**src/rtl/vtt_pkg.sv**
```systemverilog
package vtt_pkg;
   // Flags carried from the compare stage to the result register.
   typedef struct packed {
      logic hit;
      logic exact;
      logic below;
   } vtt_flags_t;
endpackage

```
**src/rtl/vtt_stamp_store.sv**
```systemverilog
module vtt_stamp_store #(
   parameter int TIME_W = 16,
   parameter int FRAMES = 8,
   parameter int OBJS   = 4,
   parameter int OBJ_W  = 2,
   parameter int IDX_W  = 3
) (
   input  logic                           clk,
   input  logic                           rst_n,
   input  logic                           wr_en,
   input  logic [OBJ_W-1:0]               wr_obj,
   input  logic [IDX_W-1:0]               wr_frame,
   input  logic [TIME_W-1:0]              wr_time,
   input  logic [OBJ_W-1:0]               rd_obj,
   output logic [FRAMES-1:0][TIME_W-1:0]  stamps
);
   for (genvar f = 0; f < FRAMES; f++) begin : g_slot
      logic sel;
      assign sel = wr_en && (wr_frame == IDX_W'(f));
      if (OBJS == 1) begin : g_reg
         // Single object: one plain register per slot, readable at once.
         logic [TIME_W-1:0] stamp_q;
         always_ff @(posedge clk) begin
            if (!rst_n)                       stamp_q <= '0;
            else if (sel && wr_obj == '0)     stamp_q <= wr_time;
         end
         assign stamps[f] = stamp_q;
         logic unused_rd;
         assign unused_rd = ^rd_obj;
      end else begin : g_ram
         // Several objects: a small memory per slot, read with a register.
         logic [TIME_W-1:0] mem [OBJS];
         logic [TIME_W-1:0] rd_q;
         always_ff @(posedge clk) begin
            if (sel) mem[wr_obj] <= wr_time;
         end
         always_ff @(posedge clk) begin
            if (!rst_n) rd_q <= '0;
            else        rd_q <= mem[rd_obj];
         end
         assign stamps[f] = rd_q;
      end
   end
endmodule

```
**src/rtl/vtt_cmp_row.sv**
```systemverilog
module vtt_cmp_row #(
   parameter int TIME_W = 16,
   parameter int FRAMES = 8
) (
   input  logic [FRAMES-1:0][TIME_W-1:0] stamps,
   input  logic [TIME_W-1:0]             t,
   output logic [FRAMES-1:0]             le,
   output logic [FRAMES-1:0]             eq
);
   // Unsigned magnitude compare per slot.
   for (genvar f = 0; f < FRAMES; f++) begin : g_cmp
      assign le[f] = (stamps[f] <= t);
      assign eq[f] = (stamps[f] == t);
   end
endmodule

```
**src/rtl/vtt_prio_enc.sv**
```systemverilog
module vtt_prio_enc #(
   parameter int N     = 8,
   parameter int IDX_W = 3
) (
   input  logic [N-1:0]     req,
   output logic [IDX_W-1:0] idx,
   output logic             any
);
   // The highest set bit wins. Stamps rise with the index, so this is the
   // newest qualifying frame.
   always_comb begin
      idx = '0;
      any = 1'b0;
      for (int i = 0; i < N; i++) begin
         if (req[i]) begin
            idx = IDX_W'(i);
            any = 1'b1;
         end
      end
   end
endmodule

```
**src/rtl/vtt_lookup.sv**
```systemverilog
module vtt_lookup #(
   parameter int TIME_W = 16,
   parameter int FRAMES = 8,
   parameter int OBJS   = 4,
   parameter int OBJ_W  = (OBJS > 1) ? $clog2(OBJS) : 1,
   parameter int IDX_W  = $clog2(FRAMES)
) (
   input  logic              clk,
   input  logic              rst_n,
   input  logic              wr_en,
   input  logic [OBJ_W-1:0]  wr_obj,
   input  logic [IDX_W-1:0]  wr_frame,
   input  logic [TIME_W-1:0] wr_time,
   input  logic              q_valid,
   input  logic [OBJ_W-1:0]  q_obj,
   input  logic [TIME_W-1:0] q_time,
   input  logic [FRAMES-1:0] q_mask,
   output logic              r_valid,
   output logic [IDX_W-1:0]  r_index,
   output logic              r_hit,
   output logic              r_exact,
   output logic              r_below
);
   import vtt_pkg::*;

   localparam bit MULTI = (OBJS > 1);

   if (FRAMES < 2) begin : g_bad_frames
      $error("vtt_lookup: FRAMES must be at least 2");
   end
   if (TIME_W < 1) begin : g_bad_width
      $error("vtt_lookup: TIME_W must be positive");
   end
   if (IDX_W < $clog2(FRAMES)) begin : g_bad_idx
      $error("vtt_lookup: IDX_W too small for FRAMES");
   end

   logic [FRAMES-1:0][TIME_W-1:0] stamps;

   vtt_stamp_store #(
      .TIME_W(TIME_W), .FRAMES(FRAMES), .OBJS(OBJS),
      .OBJ_W(OBJ_W), .IDX_W(IDX_W)
   ) u_store (
      .clk(clk), .rst_n(rst_n),
      .wr_en(wr_en), .wr_obj(wr_obj), .wr_frame(wr_frame), .wr_time(wr_time),
      .rd_obj(q_obj), .stamps(stamps)
   );

   // Query fields aligned with the stamps seen by the comparators.
   logic              s_valid;
   logic [TIME_W-1:0] s_time;
   logic [FRAMES-1:0] s_mask;

   if (MULTI) begin : g_stage
      always_ff @(posedge clk) begin
         if (!rst_n) begin
            s_valid <= 1'b0;
            s_time  <= '0;
            s_mask  <= '0;
         end else begin
            s_valid <= q_valid;
            s_time  <= q_time;
            s_mask  <= q_mask;
         end
      end
   end else begin : g_direct
      assign s_valid = q_valid;
      assign s_time  = q_time;
      assign s_mask  = q_mask;
   end

   logic [FRAMES-1:0] le, eq;

   vtt_cmp_row #(.TIME_W(TIME_W), .FRAMES(FRAMES)) u_cmp (
      .stamps(stamps), .t(s_time), .le(le), .eq(eq)
   );

   logic [IDX_W-1:0] sel_idx;
   logic             sel_any;

   vtt_prio_enc #(.N(FRAMES), .IDX_W(IDX_W)) u_enc (
      .req(le & s_mask), .idx(sel_idx), .any(sel_any)
   );

   vtt_flags_t flags_c;
   always_comb begin
      flags_c.hit   = sel_any;
      flags_c.exact = sel_any && eq[sel_idx];
      flags_c.below = (|s_mask) && !sel_any;
   end

   always_ff @(posedge clk) begin
      if (!rst_n) begin
         r_valid <= 1'b0;
         r_index <= '0;
         r_hit   <= 1'b0;
         r_exact <= 1'b0;
         r_below <= 1'b0;
      end else begin
         r_valid <= s_valid;
         if (s_valid) begin
            r_index <= sel_any ? sel_idx : '0;
            r_hit   <= flags_c.hit;
            r_exact <= flags_c.exact;
            r_below <= flags_c.below;
         end
      end
   end
endmodule

```
**config.mk**
```make
export PLATFORM = sky130hd
export DESIGN_NAME = vtt_lookup
export DESIGN_NICKNAME = d
export VERILOG_FILES = /design/src/rtl/vtt_pkg.sv /design/src/rtl/vtt_stamp_store.sv /design/src/rtl/vtt_cmp_row.sv /design/src/rtl/vtt_prio_enc.sv /design/src/rtl/vtt_lookup.sv
export SDC_FILE = /design/constraint.sdc
export NUM_CORES = 1
export LEC_CHECK = 0
export BUFFER_PORTS_ARGS = -buffer_cell sky130_fd_sc_hd__buf_2
export CORE_MARGIN = 1.5
export CORE_UTILIZATION = 56
export CTS_CLUSTER_SIZE = 40
export DETAILED_ROUTE_END_ITERATION = 8
export GPL_TIMING_DRIVEN = 0
export HOLD_SLACK_MARGIN = 0.05
export PLACE_DENSITY = 0.74
export SLEW_MARGIN = 30
export SYNTH_ARGS = -nofsm -noshare
export SYNTH_HDL_FRONTEND = slang
export SYNTH_SLANG_ARGS = --single-unit
```
**constraint.sdc**
```tcl
create_clock -name clk -period 3 [get_ports clk]
set_clock_uncertainty 0.2 [all_clocks]
set_input_delay 0.3 -clock clk [delete_from_list [all_inputs] [get_ports clk]]
set_output_delay 0.3 -clock clk [all_outputs]
set_load 0.02 [all_outputs]
```
# [Word level (Yosys, flattened, before mapping)]
# Memories as Yosys holds them, arrays and structs flattened. A register that Yosys moved wholly into a read port is not among the register bits.
# Index checks and enable logic that the tools add are counted.
[word_totals] ff_bits=32 elab_cells=96 n_memories=8 output_inout_bits=7 ram_bits=512 input_bits=51
[mem_list] name="u_store.g_slot[0].g_ram.mem" depth=4 width=16 rd=1 rd_ports_with_merged_regs=1 wr=1 line="vtt_stamp_store.sv:32" source="logic [TIME_W-1:0] mem [OBJS];"
[mem_list] name="u_store.g_slot[1].g_ram.mem" depth=4 width=16 rd=1 rd_ports_with_merged_regs=1 wr=1 line="vtt_stamp_store.sv:32"
[mem_list] name="u_store.g_slot[2].g_ram.mem" depth=4 width=16 rd=1 rd_ports_with_merged_regs=1 wr=1 line="vtt_stamp_store.sv:32"
[mem_list] name="u_store.g_slot[3].g_ram.mem" depth=4 width=16 rd=1 rd_ports_with_merged_regs=1 wr=1 line="vtt_stamp_store.sv:32"
[mem_list] name="u_store.g_slot[4].g_ram.mem" depth=4 width=16 rd=1 rd_ports_with_merged_regs=1 wr=1 line="vtt_stamp_store.sv:32"
[mem_list] name="u_store.g_slot[5].g_ram.mem" depth=4 width=16 rd=1 rd_ports_with_merged_regs=1 wr=1 line="vtt_stamp_store.sv:32"
[mem_list] name="+2 memories"
[classes] n_mux=34 bitwise=1 eq_ne=15 reduce_logical=21 magnitude_cmp=9
[op_table] operator="$eq 16x16->1" n=8
[op_table] operator="$le 16x16->1" n=8
[op_table] operator="$mux 1" n=26
[op_table] operator="$mux 3" n=5
[op_table] operator="$eq 3x3->1 const B" n=4
[op_table] operator="$logic_and 1x1->1" n=10
[op_table] operator="$logic_not 1->1" n=9
[op_table] operator="$and 8x8->8" n=1
[op_table] operator="$reduce_or 8->1" n=1
[op_table] operator="$eq 3x2->1 const B" n=2
[op_table] operator="$lt 3x4->1 const B" n=1
[op_table] operator="$mux 2" n=2
[op_table] operator="$bmux 1 s3" n=1
[op_table] operator="$eq 3x1->1 const B" n=1
[op_table] operator="$logic_not 3->1" n=1

# [Longest topological paths before layout]
# Gate-level depths: netlist of run 1.
[depth] depth_word=12 depth_mapped=11 depth_no_buf=11

# [Hierarchy]
# Synthesis of run 1 repeated with hierarchy kept, for this count alone.
[hier_totals] hier_cells=1585 area_unflattened_um2=25863.6
[by_module_without_submodules] mod="vtt_stamp_store" area_per_inst_um2=21868.5 n_inst=1 cells_per_inst=1130 seq_area_each_um2=17937.2
[by_module_without_submodules] mod="vtt_cmp_row" area_per_inst_um2=2885.3 n_inst=1 cells_per_inst=348 seq_area_each_um2=0.0
[by_module_without_submodules] mod="vtt_lookup" area_per_inst_um2=1052.3 n_inst=1 cells_per_inst=95 seq_area_each_um2=640.6
[by_module_without_submodules] mod="vtt_prio_enc" area_per_inst_um2=57.6 n_inst=1 cells_per_inst=12 seq_area_each_um2=0.0

# [Worst setup path before layout of run 1]
# Ideal clock, no wire load.
[synth_timing] kind="register to register" startpoint="register s_time[14]" endpoint="register r_exact" period_less_slack_ps=3021 t_arrival_ps=2754 path_stages_with_launch=11 required_ps=2734 n_path_buf=0 setup_ps=66 path_slack_ps=-21 path_cell_list="dfxtp_1 > inv_1 > ha_1 > nand4_1 > or4_4 > o221a_4 > nor3b_1 > a21o_2 > mux2_2 > a211o_1 > a21oi_2"
[synth_between] elab_chain_cells=12 word_cells_on_any_way=35 cone_classes="8 x order compare; 8 x eq/ne; 17 x mux; 1 x bitwise; 1 x reduce/logical"
[synth_rtl] item="start: declaration" line="vtt_lookup.sv:51" source="logic [TIME_W-1:0] s_time;"
[synth_rtl] item="start signal: assignment" line="vtt_lookup.sv:62" source="s_time <= q_time;"
[synth_rtl] item="$le 16x16->1" line="vtt_cmp_row.sv:12" source="assign le[f] = (stamps[f] <= t);"
[synth_rtl] item="$and 8x8->8" line="vtt_lookup.sv:82" source=".req(le & s_mask), .idx(sel_idx), .any(sel_any)"
[synth_rtl] item="$mux 1" line="vtt_prio_enc.sv:15" source="if (req[i]) begin"
[synth_rtl] item="$mux 2 (2 in series)" line="vtt_prio_enc.sv:15"
[synth_rtl] item="$mux 3 (4 in series)" line="vtt_prio_enc.sv:15"
[synth_rtl] item="$bmux 1 s3" line="vtt_lookup.sv:88" source="flags_c.exact = sel_any && eq[sel_idx];"
[synth_rtl] item="$mux 1 (not written as such)" line="vtt_lookup.sv:88"
[synth_rtl] item="$logic_and 1x1->1 (*)" line="vtt_lookup.sv:88"
[synth_rtl] item="end signal: assignment" line="vtt_lookup.sv:104" source="r_exact <= flags_c.exact;"
[synth_rtl] item="end: declaration" line="vtt_lookup.sv:21" source="output logic r_exact,"
# Mark *: on every way between the ends. The rest lies on a longest branch, timed or not. The select of a mux whose other input is x is not followed.
# A chain may end at the register's enable or synchronous reset.

# [Worst setup path after layout of run 1]
[layout_timing] startpoint="register s_time[13]" endpoint="register r_exact"
# Same word-level chain as after synthesis.

==> results.sh, run 1 <==
export IMPL_synth_cells=1462
export IMPL_rsz0062_at_grt="yes"
export IMPL_max_clock_freq_ghz=0.294
export IMPL_synth_cell_type_count=52
export IMPL_die_area_um2=47800
export IMPL_crit_path_top_delay_cell="or4_4"
export IMPL_yosysTopAreaCell="edfxtp_1"
export IMPL_cts_tree="done"
export IMPL_ioPinCount=58
export IMPL_viasPerCell=6.13
export IMPL_stdcell_count=2354
export IMPL_synth_compound_area_share_pct=3.04
export IMPL_p_per_area_nw_per_um2=642
export IMPL_synth_xor_area_share_pct=0
export IMPL_drc_errors=0
export IMPL_root_buffer="clkbuf_16"
export IMPL_track_usage_pct=27.5
export IMPL_dpl_cell_count=2132
export IMPL_ctsLongestPathBuffers=3
export IMPL_status="finished with violations"
export IMPL_n_antenna_cell=0
export IMPL_yosysSeqAreaShare_pct=71.4
export IMPL_dp_hpwl_mm=37.4
export IMPL_dieHeight_um=219
export IMPL_irDropWorstVdd_v=0.000538
export IMPL_tightest_slew_ns=1.06
export IMPL_ys_warn_count=0
export IMPL_maxCapViolations=0
export IMPL_setup_viol=5
export IMPL_routedWlPerCell_um=27.0
export IMPL_hold_viol=0
export IMPL_drt_iter0_drc=1583
export IMPL_cp_required_ns=3.33
export IMPL_avgSynthCellArea_um2=17.8
export IMPL_hold_path_class="primary input to flop"
export IMPL_drive_gt1_share_pct=26.5
export IMPL_grt_max_degree=33
export IMPL_synth_flop_cell="edfxtp_1"
export IMPL_coreArea_um2=45600
export IMPL_multi_input_area_um2=7650
export IMPL_initial_core_util_pct=57.1
export IMPL_synth_top_area_share_pct=59.1
export IMPL_clk_pin_slew_ns=0.06
export IMPL_worst_slack_ns=-0.398
export IMPL_synth_simple_area_share_pct=7.07
export IMPL_fin_crit_ns=3.40
export IMPL_maxSlewViolCount=0
export IMPL_post_route_period_util_pct=113
export IMPL_route_vias_total=14400
export IMPL_stdcell_area_um2=31000
export IMPL_clock_sinks=672
export IMPL_regArea_um2=18600
export IMPL_violations="negative setup slack"
export IMPL_pre_cts_slack_ns=-0.803
export IMPL_regToRegSetupSlack_ns=-0.40
export IMPL_ys_ff_latch=672
export IMPL_syn_cell_area_um2=26000
export IMPL_drt_pass1_iterations=7
export IMPL_synth_nets=1641
export IMPL_critPathMaxStageDelay_ns=0.56
export IMPL_finish_net_count=1881
export IMPL_p_leak_nw=10.8
export IMPL_cp_cell_sequence="clkinvlp_4 > buf_12 > ha_4 > nand4_1 > or4_4 > o221a_4 > nor4_4 > o211ai_1 > mux2_4 > a211o_1 > a21oi_2"
export IMPL_finalPower_mw=19.9
export IMPL_die_width_um=219
export IMPL_fill_cells=2847
export IMPL_synth_top_family_by_area="multiplexers"
export IMPL_ys_top_cells_by_area="edfxtp_1, dfxtp_1, mux4_2, ha_1, and2_1"
export IMPL_drtAntennaViolNets=0
export IMPL_h_tree_depth=3
export IMPL_start_kind="flop"
export IMPL_grt_pass1_wl_mm=93.1
export IMPL_crit_type="flop to flop"
export IMPL_slew_headroom_pct=29.4
export IMPL_muxShareOfSynthArea_pct=11.2
export IMPL_gp_congestion=0.885
export IMPL_wl_mm=63.6
export IMPL_io_buffer_count=54
export IMPL_rows=78
export IMPL_cp_max_fo=4
export IMPL_place_area_um2=27400
export IMPL_async_reset_ff_share_pct=0
export IMPL_synth_fa_ha_area_share_pct=6.15
export IMPL_final_common_cell="edfxtp_1"
export IMPL_critPathCaptureType="flop"
export IMPL_crit_arrival_ns=3.73
export IMPL_clkLatencyLatePin_ns=0.60
export IMPL_numCtsBuffers=67
export IMPL_grt_pass1_vias=14800
export IMPL_grt_overflow=0
export IMPL_final_cell_mix="edfxtp_1, and2_1, dfxtp_1"
export IMPL_antenna_found_initial=2
export IMPL_synth_edf_count=512
export IMPL_area_growth_pct=19.2
[kinds of logic (layout without fill, tap and decap cells)]
kind of cell             after synthesis  after routing
adder cells (fa/ha/maj)              128            128
AND/OR/NAND/NOR                      326            326
buffers and inverters                 85            377
multiplexers                         130            130
AO/OA/AOI/OAI                        121            121
flip-flops                           672            672
[power by group]
| group | switching, mW | total (mW) | internal [mW] |
|---|---|---|---|
| registers | 0.0953 | 10.3 | 10.2 |
| clock network | 3.38 | 8.08 | 4.70 |
| logic | 0.875 | 1.53 | 0.655 |
[cell usage after synthesis (2+ instances only)]
master,instances
nor3_1,2
buf_1,17
nor4_1,9
nor2b_1,8
nand4_1,26
nor3b_1,2
o22ai_1,3
a32o_1,2
a211oi_1,6
a21o_1,3
a21oi_1,46
o2111ai_1,2
dfxtp_1,160
and2_1,158
nand3_1,14
clkbuf_1,32
nand2b_1,10
mux2_2,2
o211a_1,2
ha_1,128
a2111oi_0,2
nor2_1,47
or3_1,4
edfxtp_1,512
mux4_2,128
o31ai_1,2
o21a_1,6
a211o_1,6
o21ai_0,20
a21boi_0,3
and4_1,2
o211ai_1,6
inv_1,36
nand2_1,38
[worst paths after layout]
kind,startpoint,endpoint,depth (start not counted)
max,s_time[13]$_SDFF_PN0_,r_exact$_SDFFE_PN0P_,11
min,wr_time[14],u_store.g_slot[7].g_ram.mem[0][14]$_DFFE_PP_,1
max reg2reg,s_time[13]$_SDFF_PN0_,r_exact$_SDFFE_PN0P_,11
min reg2reg,r_hit$_SDFFE_PN0P_,r_hit$_SDFFE_PN0P_,2
[timing repair]
action / in CTS / in global routing
gates resized for setup: 77 / 12
pin swaps: 29 / 14
endpoints found under the setup margin: 6 / 6
setup buffers: 53 / 7
endpoints found under the hold margin: 79 / 0
hold buffers: 42 / 0
[through the flow]
step	hold WS [ns]	util, %	setup TNS, ns
floorplan	0.199	-	0
global placement	0.307	59.4	-4.57
detailed placement	0.313	60.2	-2.28
CTS	0.0533	67.7	-0.418
global route	0.0839	68.1	-1.09
finish	0.0896	68.1	-0.680
[metal layers]
layer	track usage (%)	up-vias	routed length, um
met5	0	-	0
met4	11.6	0	2390
met3	4.77	144	6020
met2	42.7	694	29700
met1	38.8	7399	25500
li1	-	6203	-
[final cells by class]
cell class	count	area share (%)
flip-flops and latches	672	59.9
well taps	600	2.42
plain buffers	49	0.633
clock inverters	32	0.851
multi-input cells	705	24.7
clock buffers	89	5.98
inverters	36	0.617
repair buffers	171	4.90
[worst max-delay path: cells and delay by family, from the launching register on]
kind	cells	cell delay, ns
buffers and inverters	2	0.41
muxes	1	0.31
and+or+nand+nor	3	0.93
AOI/OAI and AO/OA	4	0.88
adders and majority gates	1	0.26
DFF	1	0.35
[state kept, by name, summed over array words and instances, names as in the netlist]
name	count
r_below	1
r_exact	1
r_hit	1
r_index	3
r_valid	1
s_mask	8
s_time	16
s_valid	1
u_store.g_slot.g_ram.mem	512
u_store.g_slot.g_ram.rd_q	128
(Power assumes the default switching activity.)
==> run 2, diff against run 1 <==
--- a/config.mk
+++ b/config.mk
@@ -6,7 +6,7 @@
 export NUM_CORES = 1
 export LEC_CHECK = 0
 export BUFFER_PORTS_ARGS = -buffer_cell sky130_fd_sc_hd__buf_2
-export CORE_MARGIN = 1.5
+export CORE_MARGIN = 4
 export CORE_UTILIZATION = 56
 export CTS_CLUSTER_SIZE = 40
 export DETAILED_ROUTE_END_ITERATION = 8
==> constraint.sdc (replaced) <==
create_clock -name clk -period 3 [get_ports clk]
set_clock_uncertainty 0.2 [all_clocks]
set_input_delay 0.3 -clock clk [delete_from_list [all_inputs] [get_ports clk]]
set_output_delay 0.3 -clock clk [all_outputs]
set_load 0.05 [all_outputs]
==> run 2 against run 1 <==
  * The flow still finishes with violations (negative setup slack)
  * Worst hold slack worse by 0.0077 ns
  * Sequential cell count stayed put
  * Die area is 4.6% higher
  * Global-route usage is 1.5 points lower
  * Routed wire length is 1.3% higher
  * Total power is 1.3% higher
  * Worst setup slack worse by 0.13 ns
  * Cell count is 1.6% higher
  * Core utilization is 0.84 points higher
  * Via count is 0.83% higher
  * Critical path type unchanged
  * Critical endpoint unchanged
  * Largest power group unchanged
==> results.sh, run 2 (synthesis results as in run 1) <==
export IMPL_dp_hpwl_mm=37.1
export IMPL_clkLatencyLatePin_ns=0.61
export IMPL_route_vias_total=14600
export IMPL_setup_tns_ns=-1.58
export IMPL_cp_max_fo=4
export IMPL_die_area_um2=50000
export IMPL_initial_core_util_pct=57.0
export IMPL_gp_congestion=0.893
export IMPL_drc_errors=0
export IMPL_grt_pass1_vias=14700
export IMPL_track_usage_pct=26.0
export IMPL_drtAntennaViolNets=0
export IMPL_p_switching_mw=4.47
export IMPL_final_common_cell="edfxtp_1"
export IMPL_crit_type="flop to flop"
export IMPL_rows=78
export IMPL_coreArea_um2=45700
export IMPL_clk_pin_slew_ns=0.06
export IMPL_power_internal_mw=15.7
export IMPL_maxCapViolations=0
export IMPL_met1_usage_pct=35.7
export IMPL_top_regs="u_store.g_slot.g_ram.mem x512, u_store.g_slot.g_ram.rd_q x128, s_time x16"
export IMPL_pre_cts_slack_ns=-0.933
export IMPL_clock_sinks=672
export IMPL_stdcell_count=2391
export IMPL_p_leak_nw=11.0
export IMPL_slew_headroom_pct=37.4
export IMPL_ctsLongestPathBuffers=3
export IMPL_antenna_found_initial=2
export IMPL_critPathCaptureType="flop"
export IMPL_top_register="u_store.g_slot.g_ram.mem"
export IMPL_final_cell_mix="edfxtp_1, and2_1, dfxtp_1"
export IMPL_h_tree_depth=3
export IMPL_final_util_pct=68.9
export IMPL_cts_tree="done"
export IMPL_regToRegSetupSlack_ns=-0.52
export IMPL_stdcell_area_um2=31500
export IMPL_tightest_slew_ns=0.940
export IMPL_gr_usage_met2_pct=40.3
export IMPL_largest_reg_flops=512
export IMPL_grt_pass1_wl_mm=94.3
export IMPL_clock_power_share_pct=41.0
export IMPL_io_buffer_count=54
export IMPL_max_clock_freq_ghz=0.284
export IMPL_numCtsBuffers=68
export IMPL_place_area_um2=27500
export IMPL_worst_slack_ns=-0.524
export IMPL_worst_r2r_cell_count=13
export IMPL_pwr_share_seq_pct=51.1
export IMPL_setup_viol=6
export IMPL_whs_endpoint="u_store.g_slot[3].g_ram.mem[2][15]$_DFFE_PP_"
export IMPL_maxSlewViolCount=0
export IMPL_start_kind="flop"
export IMPL_rsz0062_at_grt="yes"
export IMPL_finish_net_count=1911
export IMPL_hold_path_startpoint="wr_time[15]"
export IMPL_dpl_cell_count=2140
export IMPL_status="finished with violations"
export IMPL_area_growth_pct=20.9
export IMPL_fill_cells=2785
export IMPL_dieHeight_um=224
export IMPL_hold_depth=1
export IMPL_drive_gt1_share_pct=28.0
export IMPL_grt_overflow=0
export IMPL_irDropWorstVdd_v=0.000551
export IMPL_swShare_pct=22.2
export IMPL_die_width_um=224
export IMPL_drt_pass1_iterations=6
export IMPL_busiest_layer="met2"
export IMPL_crit_arrival_ns=3.85
export IMPL_hold_path_class="primary input to flop"
export IMPL_rr_endpoint="r_exact$_SDFFE_PN0P_"
export IMPL_grt_max_degree=33
export IMPL_ioPinCount=58
export IMPL_viasPerCell=6.09
export IMPL_rr_startpoint="s_time[15]$_SDFF_PN0_"
export IMPL_hold_viol=0
export IMPL_routedWlPerCell_um=26.9
export IMPL_use_met3_pct=7.06
export IMPL_drt_iter0_drc=1650
export IMPL_p_per_area_nw_per_um2=641
export IMPL_violations="negative setup slack"
export IMPL_post_route_period_util_pct=117
export IMPL_root_buffer="clkbuf_16"
export IMPL_comb_power_share_pct=7.9
export IMPL_fin_crit_ns=3.52
export IMPL_wl_mm=64.4
export IMPL_cp_required_ns=3.33
[run 2: cell count changes in the layout (fill, tap and decap cells not counted), sizes merged]
cell         before  now
buf             139  157
clkbuf          128  132
clkinv           23   21
diode             0    3
dlygate4sd3      42   52
inv              22   26
[run 2: stage by stage]
stage               hold WS, ns  total power [mW]
floorplan                 0.199              11.2
global placement          0.264              11.7
detailed placement        0.277              11.8
CTS                      0.0674              20.2
global route             0.0965              20.8
finish                   0.0819              20.2
[run 2: power by group through the flow]
| stage | sequential, mW | clock (mW) | combinational [mW] |
|---|---|---|---|
| floorplan | 10.5 | 0 | 0.759 |
| global placement | 10.5 | 0 | 1.21 |
| detailed placement | 10.5 | 0 | 1.27 |
| CTS | 10.3 | 8.37 | 1.50 |
| global route | 10.3 | 8.80 | 1.73 |
| finish | 10.3 | 8.28 | 1.60 |
[run 2: routing by layer]
layer | part of all wire [%] | vias to the layer above
met3 | 9.9 | 162
met1 | 39 | 7394
li1 | - | 6269
met2 | 47 | 733
met4 | 4.1 | 2
met5 | 0.011 | -
[run 2: what timing repair did]
item	CTS	global route
resized for setup	77	27
gates cloned	0	0
hold endpoints to repair	62	0
endpoints found under the setup margin	6	6
hold buffers	52	0
pin swaps	28	23
setup buffers	56	14
[run 2: how the worst max path moves through the flow]
stage | startpoint | endpoint | slack, ns | depth (start not counted)
2_1_floorplan | s_time[14]$_SDFF_PN0_ | r_exact$_SDFFE_PN0P_ | 0.01 | 10
3_3_place_gp | s_time[7]$_SDFF_PN0_ | r_exact$_SDFFE_PN0P_ | -1.22 | 11
3_5_place_dp | s_time[15]$_SDFF_PN0_ | r_exact$_SDFFE_PN0P_ | -0.93 | 11
4_1_cts | s_time[15]$_SDFF_PN0_ | r_exact$_SDFFE_PN0P_ | -0.28 | 12
5_1_grt | s_time[15]$_SDFF_PN0_ | r_exact$_SDFFE_PN0P_ | -0.59 | 13
6_report | s_time[15]$_SDFF_PN0_ | r_exact$_SDFFE_PN0P_ | -0.52 | 13
[run 2: final cells by class]
cell class / instances / area (um^2) / area share [%]
antenna: 3 / 7.51 / 0.0239
buffer: 49 / 195 / 0.620
clock buffer: 92 / 1890 / 6.02
clock inverter: 34 / 295 / 0.938
inverter: 36 / 191 / 0.608
multi-input combinational: 705 / 7690 / 24.4
sequential: 672 / 18600 / 59.1
tap: 600 / 751 / 2.39
timing repair buffer: 200 / 1850 / 5.89
[run 2: critical path: stages, from the launching register on]
cell and delay (ns):
dfxtp_2 0.35, clkinvlp_4 0.16, buf_12 0.17, ha_4 0.25, nand4_1 0.10, or3_4 0.45
a211oi_4 0.25, nor4_4 0.13, buf_4 0.17, nor4_4 0.37, o211ai_1 0.18, mux2_4 0.30
a211o_1 0.28, a21oi_2 0.12
